===== src/rtl/hist_pkg.sv =====
package hist_pkg;
  typedef enum logic [1:0] {
    MODE_EXT  = 2'b00,
    MODE_FREE = 2'b01,
    MODE_HOLD = 2'b10,
    MODE_RSVD = 2'b11
  } op_mode_e;
endpackage


===== src/rtl/hist_settle_lut.sv =====
module hist_settle_lut #(
  parameter int CODE_W   = 4,
  parameter int BASE_SEC = 8,
  parameter int MAX_STEP = 5,
  parameter int LIM_W    = 9
) (
  input  logic [CODE_W-1:0] code_i,
  output logic [LIM_W-1:0]  limit_o
);
  localparam int NCODE = 1 << CODE_W;

  logic [LIM_W-1:0] tbl [NCODE];

  for (genvar g = 0; g < NCODE; g++) begin : g_tbl
    localparam int SH = (g > MAX_STEP) ? MAX_STEP : g;
    assign tbl[g] = LIM_W'(BASE_SEC << SH);
  end

  assign limit_o = tbl[code_i];
endmodule


===== src/rtl/hist_settle_timer.sv =====
module hist_settle_timer #(
  parameter int LIM_W = 9
) (
  input  logic             clk_i,
  input  logic             rst_ni,
  input  logic             kill_i,
  input  logic             tick_i,
  input  logic [LIM_W-1:0] limit_i,
  output logic             done_o
);
  logic [LIM_W-1:0] cnt_q;
  logic [LIM_W-1:0] cnt_nxt;
  logic             done_q;

  assign cnt_nxt = cnt_q + LIM_W'(1);

  always_ff @(posedge clk_i or negedge rst_ni) begin
    if (!rst_ni) begin
      cnt_q  <= '0;
      done_q <= 1'b0;
    end else if (kill_i) begin
      cnt_q  <= '0;
      done_q <= 1'b0;
    end else if (tick_i && !done_q) begin
      cnt_q <= cnt_nxt;
      if (cnt_nxt >= limit_i) done_q <= 1'b1;
    end
  end

  assign done_o = done_q;
endmodule


===== src/rtl/hist_upd_ctrl.sv =====
module hist_upd_ctrl
  import hist_pkg::*;
#(
  parameter int CODE_W   = 4,
  parameter int BASE_SEC = 8,
  parameter int MAX_STEP = 5,
  parameter int HIST_W   = 32
) (
  input  logic              clk_i,
  input  logic              rst_ni,
  input  logic [CODE_W-1:0] bw_code_i,
  input  logic              sync_i,
  input  logic              ref_switch_i,
  input  logic              los_i,
  input  logic              lol_i,
  input  logic [1:0]        mode_i,
  input  logic              flush_wr_i,
  input  logic              hist_sel_user_i,
  input  logic              tick_i,
  input  logic              uhist_we_i,
  input  logic [HIST_W-1:0] uhist_wdata_i,
  output logic              dht_o,
  output logic              hha_o,
  output logic              lt_clear_o,
  output logic [HIST_W-1:0] uhist_o
);
  localparam int MAX_LIM = BASE_SEC << MAX_STEP;
  localparam int LIM_W   = $clog2(MAX_LIM) + 1;

  logic [LIM_W-1:0]  limit;
  logic              kill;
  logic              hha_q;
  logic [HIST_W-1:0] uhist_q;

  // any stop condition restarts settling
  assign kill = ref_switch_i | los_i | lol_i | flush_wr_i | !sync_i
              | (op_mode_e'(mode_i) != MODE_EXT);

  hist_settle_lut #(
    .CODE_W  (CODE_W),
    .BASE_SEC(BASE_SEC),
    .MAX_STEP(MAX_STEP),
    .LIM_W   (LIM_W)
  ) u_lut (
    .code_i (bw_code_i),
    .limit_o(limit)
  );

  hist_settle_timer #(
    .LIM_W(LIM_W)
  ) u_timer (
    .clk_i  (clk_i),
    .rst_ni (rst_ni),
    .kill_i (kill),
    .tick_i (tick_i),
    .limit_i(limit),
    .done_o (dht_o)
  );

  always_ff @(posedge clk_i or negedge rst_ni) begin
    if (!rst_ni) begin
      hha_q   <= 1'b0;
      uhist_q <= '0;
    end else begin
      hha_q <= hist_sel_user_i;
      if (uhist_we_i) uhist_q <= uhist_wdata_i;
    end
  end

  assign hha_o      = hha_q;
  assign uhist_o    = uhist_q;
  assign lt_clear_o = flush_wr_i;
endmodule


===== config.mk =====
export PLATFORM = sky130hd
export DESIGN_NAME = hist_upd_ctrl
export DESIGN_NICKNAME = d
export VERILOG_FILES = /design/src/rtl/hist_pkg.sv /design/src/rtl/hist_settle_lut.sv /design/src/rtl/hist_settle_timer.sv /design/src/rtl/hist_upd_ctrl.sv
export SDC_FILE = /design/constraint.sdc
export NUM_CORES = 1
export LEC_CHECK = 0
export BUFFER_PORTS_ARGS = -buffer_cell sky130_fd_sc_hd__buf_2
export CORE_MARGIN = 2
export CORE_UTILIZATION = 49
export CTS_CLUSTER_SIZE = 24
export DETAILED_ROUTE_END_ITERATION = 10
export PLACE_DENSITY = 0.86
export SLEW_MARGIN = 15
export SYNTH_ARGS = -nofsm -noshare
export SYNTH_HDL_FRONTEND = slang
export SYNTH_HIERARCHICAL = 1
export SYNTH_SLANG_ARGS = --single-unit

===== constraint.sdc =====
create_clock -name clk_i -period 2.7 [get_ports clk_i]
set_clock_uncertainty 0.15 [all_clocks]
set_input_delay 0.135 -clock clk_i [delete_from_list [all_inputs] [get_ports clk_i]]
set_output_delay 0.135 -clock clk_i [all_outputs]
set_load 0.02 [all_outputs]

==> flow_summary.ini, run 1 <==
[timing]
setup_violations = 0
drv_slew = 0
finalHoldViolCount = 0
worst_pin_slew_ns = 0.9304
fin_crit_sh_pct = 92.95
fin_setup_tns_ns = 0
hold_ws_ns = 0.1840
fmax_mhz = 398.5
relSlewSlack_pct = 37.97
rsz0062_at_grt = no
fin_crit_ns = 2.510

[yosys]
async_reset_ff_share_pct = 100.0
synthTopCellsByArea = dfrtp_1 47%, mux2_4 20%, ha_1 5.5%
ys_warn_count = 6
synth_top_area_share_pct = 47.25
yosysTopAreaCell = dfrtp_1
synthCells = 174
yosysSeqAreaShare_pct = 47.25
ys.flop_type = dfrtp_1
synth-seq-cells = 43
syn_area_um2 = 2277
ys_types = 34
syn_avg_cell_area_um2 = 13.09
synth_edf_count = 0

[clock_tree]
htreeDepth = 2
clock_latency_ns = 0.29
clock_path_buffers = 2
postCtsSetupBuffers = 0
numCtsBuffers = 5
clock_sinks = 43
cts.reportedPaths.clkPinSlew_ns = 0.08
tritoncts = done
cts-root-buf = clkbuf_8

[cells_and_area]
final_cell_mix = 82 x buf_2, 43 x dfrtp_1, 35 x dlygate4sd3_1, 30 x mux2_4, 14 x nor2_1
area_growth_pct = 37.80
fillers = 318
drive_gt1_share_pct = 44.52
final_common_cell = buf_2
multiInputGateArea_um2 = 1070
diodes = 0
fin_nets = 349
seq_area_um2 = 1076

[critical_path]
path_class = reg2reg
cpPeakStageDelay_ns = 0.44
path_cells = ha_2 > nand3_4 > nor3_2 > xor2_1 > ha_1 > nand4_1 > nor2_1 > a2111oi_1 > a211oi_1
cpLargestDelayFamily = simple AND/OR/NAND/NOR gates
crit_fanout = 7
timing.rr.start = u_timer/cnt_q[0]
regToRegSetupSlack_ns = 0.19
critPathArrivalTime_ns = 2.52
cp_slowest_cell = dfrtp_1
required_ns = 2.71
worst-path-buf-inv = 0
startpoint_type = register
crit_path_end_kind = register
worst_r2r_endpoint = u_timer/done_o
r2r_cells = 9

[power_and_ir_drop]
switchingPower_mw = 0.4065
clkPwrFrac_pct = 33.6
intPower_mw = 1.165
p_leak_nw = 1.548
seqPwrFrac_pct = 45.9
p_comb_share_pct = 20.5
switching_share_pct = 25.86
p_per_area_nw_per_um2 = 500.8
irDropWorstVdd_mv = 0.3311

[placed_design]
gp_congestion = 0.7938
dp_hpwl_um = 3053
portBuffers = 82

[detailed_routing]
via_count = 1702
drc = 0
first_pass_iters = 4
routed_wl_um = 5021
first_iter_violations = 62
viasPerCell = 4.948
postRouteAntennaNets = 0
wl_per_cell_um = 14.60

[worst_hold_path]
hp-start = lol_i
hold_path.class = in2reg
holdPathEnd = u_timer/cnt_q[3]
hold_depth = 4

[floorplan]
start_util_pct = 51.59
chipWidth_um = 72.17
boundaryPins = 83
dieArea_um2 = 5209
rows = 24
die_y_um = 72.17
core_um2 = 4414

[global_routing]
antenna_found_initial = 0
grt_max_degree = 44
track_usage_pct = 20.63
grt_pass1_vias = 1829
grt_pass1_wl_um = 8273
gr-total-overflow = 0

[run]
cap_violations = 0

[status]
outcome = complete, no violations
==> worst max-delay path by stage <==
| stage | from | endpoint | slack, ns | cells past startpoint |
|---|---|---|---|---|
| 3_5_place_dp | u_timer/cnt_q[0] | u_timer/done_o | 0.15 | 9 |
| 2_1_floorplan | u_timer/cnt_q[0] | u_timer/done_o | 0.40 | 9 |
| 5_1_grt | u_timer/cnt_q[0] | u_timer/done_o | 0.006 | 9 |
| 6_report | u_timer/cnt_q[0] | u_timer/done_o | 0.19 | 9 |
| 4_1_cts | u_timer/cnt_q[0] | u_timer/done_o | 0.13 | 9 |
| 3_3_place_gp | u_timer/cnt_q[0] | u_timer/done_o | 0.29 | 9 |
==> cells in the mapped netlist, drive strengths merged (2+ instances only) <==
master and number:
or3 2, dfrtp 43, o21ai 4, xor2 6, nor4b 4, nor2 14, xnor2 7, ha 10
a21oi 4, nand3 4, buf 10, nand2 6, nor3 5, mux2 32, nand2b 2, nor4 3
inv 10
==> flip-flops by register name, summed over array words and instances, names as in the netlist <==
register / flops
uhist_o: 32
hha_o: 1
u_timer/done_o: 1
u_timer/cnt_q: 9
==> metrics by stage <==
step | util (%) | instances | setup WS [ns] | power (mW) | area, µm²
3_5_place_dp | 60.20 | 301 | 0.1474 | 1.012 | 2658
4_1_cts | 70.89 | 344 | 0.1275 | 1.580 | 3129
5_1_grt | 71.09 | 344 | 0.005713 | 1.638 | 3138
2_1_floorplan | - | 176 | 0.3963 | 0.9115 | 2285
6_report | 71.09 | 344 | 0.1903 | 1.572 | 3138
3_3_place_gp | 60.20 | 301 | 0.2911 | 1.003 | 2658
==> cell type report <==
class,count,area share [%]
multi-input combinational,113,34.09
sequential,43,34.29
timing repair buffer,118,24.48
clock buffer,6,2.632
clock inverter,2,1.236
tap,52,2.073
inverter,10,1.196
==> layer usage <==
metal,wire length [µm],track usage (%),part of all wire (%),up-vias
met1,2110,24.52,42,811
met4,85,7.757,1.7,0
li1,-,-,-,826
met5,0,0,0,-
met3,217,5.694,4.3,13
met2,2608,35.58,52,52
==> what timing repair did <==
| item | in CTS | in global routing |
|---|---|---|
| resized for setup | 0 | 3 |
| hold buffers | 35 | 0 |
| hold endpoints to repair | 77 | 0 |
| endpoints found under the setup margin | 0 | 1 |
==> worst reg2reg max path, delay by kind of cell (launching register included) <==
kind / cells / cell delay (ns)
flip-flops: 1 / 0.44
AO/OA/AOI/OAI: 2 / 0.50
AND/OR/NAND/NOR: 4 / 0.58
XOR/XNOR: 1 / 0.19
adder cells (fa/ha/maj): 2 / 0.53
==> power by group through the flow <==
stage	clock [mW]	sequential, mW	combinational, mW
6_report	0.528	0.721	0.322
3_5_place_dp	0	0.729	0.283
3_3_place_gp	0	0.729	0.274
5_1_grt	0.566	0.727	0.345
2_1_floorplan	0	0.791	0.120
4_1_cts	0.540	0.720	0.321
==> cell families after synthesis <==
family / Yosys count / synth area share (%)
buffers and inverters: 20 / 6.483
flip-flops: 43 / 47.25
other: 1 / 0.1647
AO/OA/AOI/OAI: 11 / 2.803
AND/OR/NAND/NOR: 43 / 11.59
XOR/XNOR: 13 / 5.000
multiplexers: 33 / 21.21
adder cells (fa/ha/maj): 10 / 5.495
No activity file was read; power rests on OpenSTA's default activity.
==> run 2, diff against run 1 <==
--- a/config.mk
+++ b/config.mk
@@ -11,6 +11,7 @@
 export CTS_CLUSTER_SIZE = 24
 export DETAILED_ROUTE_END_ITERATION = 10
 export PLACE_DENSITY = 0.86
+export RECOVER_POWER = 100
 export SLEW_MARGIN = 15
 export SYNTH_ARGS = -nofsm -noshare
 export SYNTH_HDL_FRONTEND = slang
==> run 2 against run 1 <==
  * Clock power hardly changed
  * Via count rose by 0.65%
  * Sequential power barely moved
  * Non-clock buffer count is the same
  * Routed wire length shrank 1.8%
  * Global-route usage unchanged
  * Critical endpoint unchanged
  * Largest cell class unchanged
  * Largest power group unchanged
==> flow_summary.ini, run 2 (synthesis results as in run 1) <==
[critical_path]
crit_fanout = 7
crit_start = u_timer/cnt_q[0]
startpoint_type = register
path_class = reg2reg
cpPeakStageDelay_ns = 0.43
critPathArrivalTime_ns = 2.51
timing.rr.start = u_timer/cnt_q[0]
cp_slowest_cell = dfrtp_1
required_ns = 2.71
path_cells = ha_2 > nand3_4 > nor3_2 > xor2_1 > ha_1 > nand4_1 > nor2_1 > a2111oi_1 > a211oi_1
crit_path_end_kind = register

[timing]
drv_slew = 0
rsz0062_at_grt = no
relSlewSlack_pct = 17.46
fmax_mhz = 399.5
fin_crit_sh_pct = 92.70
fin_setup_tns_ns = 0
setup_violations = 0
fin_crit_ns = 2.503
finalHoldViolCount = 0
worst_pin_slew_ns = 1.238
hold_ws_ns = 0.1969

[cells_and_area]
largest_reg_flops = 32
fillers = 374
area_growth_pct = 30.77
final_cell_mix = 45 x buf_2, 43 x dfrtp_1, 37 x clkbuf_1, 35 x dlygate4sd3_1, 28 x mux2_1
fin_nets = 349
final_common_cell = buf_2
diodes = 0
drive_gt1_share_pct = 21.92

[power_and_ir_drop]
p_per_area_nw_per_um2 = 507.4
switchingPower_mw = 0.3970
intPower_mw = 1.114
p_comb_share_pct = 17.6
switching_share_pct = 26.27
irDropWorstVdd_mv = 0.3149
fin_total_pwr_mw = 1.511
p_leak_nw = 1.327
seqPwrFrac_pct = 47.6
clkPwrFrac_pct = 34.8

[run]
cap_violations = 0

[detailed_routing]
viasPerCell = 4.980
first_pass_iters = 4
postRouteAntennaNets = 0
first_iter_violations = 47
wl_per_cell_um = 14.34
routed_wl_um = 4932
via_count = 1713
drc = 0

[status]
outcome = complete, no violations

[global_routing]
gr-total-overflow = 0
grt-busiest-layer = met2
grt_pass1_vias = 1829
grt_max_degree = 44
antenna_found_initial = 0
track_usage_pct = 20.63
use_met2_pct = 35.58
use_met3_pct = 5.694
grt_pass1_wl_um = 8273
grtUsageMet1_pct = 24.52

[placed_design]
dp_hpwl_um = 3053
portBuffers = 82
gp_congestion = 0.7938

[floorplan]
start_util_pct = 51.59
die_y_um = 72.17
chipWidth_um = 72.17
boundaryPins = 83
dieArea_um2 = 5209
rows = 24
core_um2 = 4414

[clock_tree]
cts-root-buf = clkbuf_8
htreeDepth = 2
cts.reportedPaths.clkPinSlew_ns = 0.08
numCtsBuffers = 5
clock_sinks = 43
clock_latency_ns = 0.29
tritoncts = done
clock_path_buffers = 2
postCtsSetupBuffers = 0

[worst_hold_path]
hold_path.class = in2reg
hp-start = lol_i
## run 2: cell count changes in the layout (fill, tap and decap cells not counted), sizes merged
cell / change
buf: -38
clkbuf: +38
## run 2: routing by layer
metal	up-vias	share of wire, %
met5	-	0
met4	0	1.9
met3	14	4.1
met2	54	52
met1	816	42
li1	829	-
## run 2: power by group through the flow
stage          Combinational (mW)  Clock, mW  Sequential [mW]
4_1_cts                     0.321      0.540            0.720
6_report                    0.266      0.525            0.719
5_1_grt                     0.289      0.566            0.726
2_1_floorplan               0.120          0            0.791
3_5_place_dp                0.283          0            0.729
3_3_place_gp                0.274          0            0.729
## run 2: worst max-delay path, delay by kind of cell, from the launching register on
kind,cells,cell delay [ns]
xor gates and xnor gates,1,0.19
AOI/OAI and AO/OA,2,0.50
and+or+nand+nor,4,0.58
DFF,1,0.43
adders and majority gates,2,0.53
## run 2: through the flow
stage / cell area [µm²] / instances / util, % / setup slack (ns)
global route: 2978 / 344 / 67.46 / 0.005713
finish: 2978 / 344 / 67.46 / 0.1971
global placement: 2658 / 301 / 60.20 / 0.2911
floorplan: 2285 / 176 / - / 0.3963
detailed placement: 2658 / 301 / 60.20 / 0.1474
CTS: 3129 / 344 / 70.89 / 0.1275
## run 2: cell type report
class / count / area, µm² / share of cell area (%)
clock inverter: 2 / 38.79 / 1.303
sequential: 43 / 1076 / 36.13
clock buffer: 6 / 82.58 / 2.773
tap: 52 / 65.06 / 2.185
multi-input combinational: 113 / 958.4 / 32.18
inverter: 10 / 37.54 / 1.261
timing repair buffer: 118 / 719.4 / 24.16
## run 2: what timing repair did
| item | CTS | global route |
|---|---|---|
| hold endpoints to repair | 77 | 0 |
| endpoints found under the setup margin | 0 | 1 |
| resized for setup | 0 | 3 |
| hold buffers | 35 | 0 |
## run 2: worst paths after layout
kind / slack, ns / cells past startpoint / end
worst max-delay path: 0.20 / 9 / u_timer/done_o
worst min-delay path: 0.20 / 4 / u_timer/cnt_q[3]
worst max register to register: 0.20 / 9 / u_timer/done_o
worst min register to register: 0.34 / 1 / uhist_o[28]
max in group asynchronous: 1.37 / 2 / uhist_o[3]
min in group asynchronous: 0.40 / 2 / uhist_o[4]
==> run 3, diff against run 2 <==
--- a/config.mk
+++ b/config.mk
@@ -5,9 +5,12 @@
 export SDC_FILE = /design/constraint.sdc
 export NUM_CORES = 1
 export LEC_CHECK = 0
+export ABC_AREA = 1
 export BUFFER_PORTS_ARGS = -buffer_cell sky130_fd_sc_hd__buf_2
+export CELL_PAD_IN_SITES_DETAIL_PLACEMENT = 0
+export CELL_PAD_IN_SITES_GLOBAL_PLACEMENT = 2
 export CORE_MARGIN = 2
-export CORE_UTILIZATION = 49
+export CORE_UTILIZATION = 28
 export CTS_CLUSTER_SIZE = 24
 export DETAILED_ROUTE_END_ITERATION = 10
 export PLACE_DENSITY = 0.86
==> constraint.sdc (replaced) <==
create_clock -name clk_i -period 2.6 [get_ports clk_i]
set_clock_uncertainty 0.15 [all_clocks]
set_input_delay 0.13 -clock clk_i [delete_from_list [all_inputs] [get_ports clk_i]]
set_output_delay 0.13 -clock clk_i [all_outputs]
set_load 0.02 [all_outputs]
==> run 3 against run 2 <==
  * Core utilization shrank 29 points
  * Die area rose by 77%
  * Worst hold slack worse by 0.19 ns
  * Clock power down 13%
  * Design area is 5.1% higher
  * Sequential share of layout area fell by 1.7 points
  * First-iteration DRC count grew 32%
  * Non-clock buffer count up 3
  * Register-to-register slack improved by 0.09 ns
  * Sequential power rose by 3%
  * Largest power group unchanged
==> flow_summary.ini, run 3 <==
[placed_design]
dp_hpwl_um = 3638
portBuffers = 82
dp_cells = 461
gp_congestion = 0.7344

[yosys]
synth-seq-cells = 43
synth.top_cells.by_count = 70 x inv_1, 68 x nand2_1, 43 x dfrtp_1
yosysMostFrequentCell = inv_1
yosysTopAreaCell = dfrtp_1
ys.flop_type = dfrtp_1
syn_avg_cell_area_um2 = 8.426
ys_types = 22
synthTopCellsByArea = dfrtp_1 45%, inv_1 11%, nand2_1 11%
ys_warn_count = 6
synthCells = 282
synth_top_area_share_pct = 45.29
synth_edf_count = 0
yosysSeqAreaShare_pct = 45.29
syn_area_um2 = 2376
async_reset_ff_share_pct = 100.0

[detailed_routing]
wl_per_cell_um = 10.31
viasPerCell = 4.022
via_count = 2039
postRouteAntennaNets = 0
first_iter_violations = 62
routed_wl_um = 5225
drc = 0
first_pass_iters = 4

[worst_hold_path]
hold_path.class = in2reg

[floorplan]
core_um2 = 8217
dieArea_um2 = 9239
rows = 33
chipWidth_um = 96.12
start_util_pct = 28.92
die_y_um = 96.12
boundaryPins = 83

[power_and_ir_drop]
switching_share_pct = 27.42
irDropWorstVdd_mv = 0.2119
p_comb_share_pct = 18.5
switchingPower_mw = 0.4017
p_leak_nw = 1.650
intPower_mw = 1.063
fin_total_pwr_mw = 1.465
seqPwrFrac_pct = 50.4
clkPwrFrac_pct = 31.1
p_per_area_nw_per_um2 = 468.2

[critical_path]
crit_fanout = 4
required_ns = 2.66
critPathArrivalTime_ns = 2.38
regToRegSetupSlack_ns = 0.29
path_class = reg2reg
startpoint_type = register
crit_path_end_kind = register

[timing]
rsz0062_at_grt = no
finalHoldViolCount = 0
fin_crit_sh_pct = 89.01
setup_violations = 0
fin_setup_tns_ns = 0
hold_ws_ns = 0.01144
fin_crit_ns = 2.314
drv_slew = 0
worst_pin_slew_ns = 1.071
relSlewSlack_pct = 28.57
fmax_mhz = 432.1

[run]
cap_violations = 0

[cells_and_area]
fin_nets = 459
final_cell_mix = 70 x inv_1, 68 x nand2_1, 44 x buf_2, 43 x dfrtp_1, 38 x clkbuf_1
diodes = 0
drive_gt1_share_pct = 16.67
largest_reg_flops = 32
layout.cells.non_filler = 507
area_growth_pct = 31.70
final_common_cell = inv_1

[clock_tree]
cts.reportedPaths.clkPinSlew_ns = 0.08
clock_path_buffers = 2
numCtsBuffers = 5
cts-root-buf = clkbuf_8
clock_latency_ns = 0.28
tritoncts = done
clock_sinks = 43
htreeDepth = 2

[status]
outcome = complete, no violations

[global_routing]
track_usage_pct = 12.07
gr-total-overflow = 0
antenna_found_initial = 0
grt_pass1_wl_um = 8756
grt_pass1_vias = 2002
grt_max_degree = 44
## run 3: changes by cell type after synthesis, moves of 7 or more
| cell | before | now |
|---|---|---|
| mux2_4 | 30 | 0 |
| nand3_1 | 2 | 10 |
| nand2_1 | 6 | 68 |
| xnor2_1 | 7 | 0 |
| inv_1 | 10 | 70 |
| o21ai_2 | 0 | 29 |
## run 3: final cells by class
class	count	area, µm²
Multi-Input combinational cell	159	813.3
Tap cell	105	131.4
Inverter	71	266.5
Fill cell	869	5087
Clock buffer	8	100.1
Timing Repair Buffer	121	742.0
Sequential cell	43	1076
## run 3: path summary, 6_finish.rpt
kind                                   from               end  cells past startpoint
min reg2reg                      uhist_o[1]        uhist_o[1]                      2
max reg2reg                u_timer/cnt_q[0]    u_timer/done_o                     15
max                        u_timer/cnt_q[0]    u_timer/done_o                     15
min                                   lol_i    u_timer/done_o                      4
max in group asynchronous            rst_ni  u_timer/cnt_q[8]                      2
min in group asynchronous            rst_ni        uhist_o[0]                      2
## run 3: power groups by stage
stage	clock network [mW]	logic [mW]	registers, mW
3_5_place_dp	0	0.280	0.749
5_1_grt	0.515	0.306	0.745
2_1_floorplan	0	0.121	0.807
4_1_cts	0.484	0.320	0.738
3_3_place_gp	0	0.276	0.749
6_report	0.456	0.270	0.738
## run 3: cells by family after synthesis
kind of cell / Yosys count / synth area share (%)
fa+ha+maj: 10 / 5.266
compound gates: 42 / 13.64
flops: 43 / 45.29
buf+inv: 82 / 16.64
other cells: 1 / 0.1578
simple gates: 100 / 17.54
xor+xnor: 4 / 1.474
## run 3: critical path: stages, from the launching register on
cell and delay [ns]:
dfrtp_1 0.40, ha_1 0.19, nand2_1 0.07, nor2_2 0.14, nand3_2 0.10, nor2_2 0.11, nand3_1 0.09, nand2_1 0.07
inv_1 0.04, ha_1 0.28, nand2_1 0.08, nor2_2 0.15, nand3_1 0.08, nand4_1 0.11, nand2_1 0.06, a21oi_1 0.12
## run 3: timing repair
action,in CTS,in global routing
setup endpoints to repair,0,1
gates resized for setup,0,1
setup buffers,0,3
hold endpoints to repair,77,0
hold buffers,35,0
## run 3: routing by layer
metal / routed length (µm) / share of wire, % / GRT usage [%]
met5: 0 / 0 / 0
met4: 57 / 1.1 / 3.214
met3: 205 / 3.9 / 3.132
met2: 2558 / 49 / 20.43
met1: 2404 / 46 / 15.21
## run 3: per-stage QoR
stage | cell area [µm²] | utilization, % | setup WS (ns)
final | 3129 | 38.08 | 0.2857
after global routing | 3129 | 38.08 | 0.004468
after CTS | 3267 | 39.76 | 0.2058
after detailed placement | 2816 | 34.28 | 0.2237
after global placement | 2816 | 34.28 | 0.3245
after floorplan | 2384 | - | 0.4642
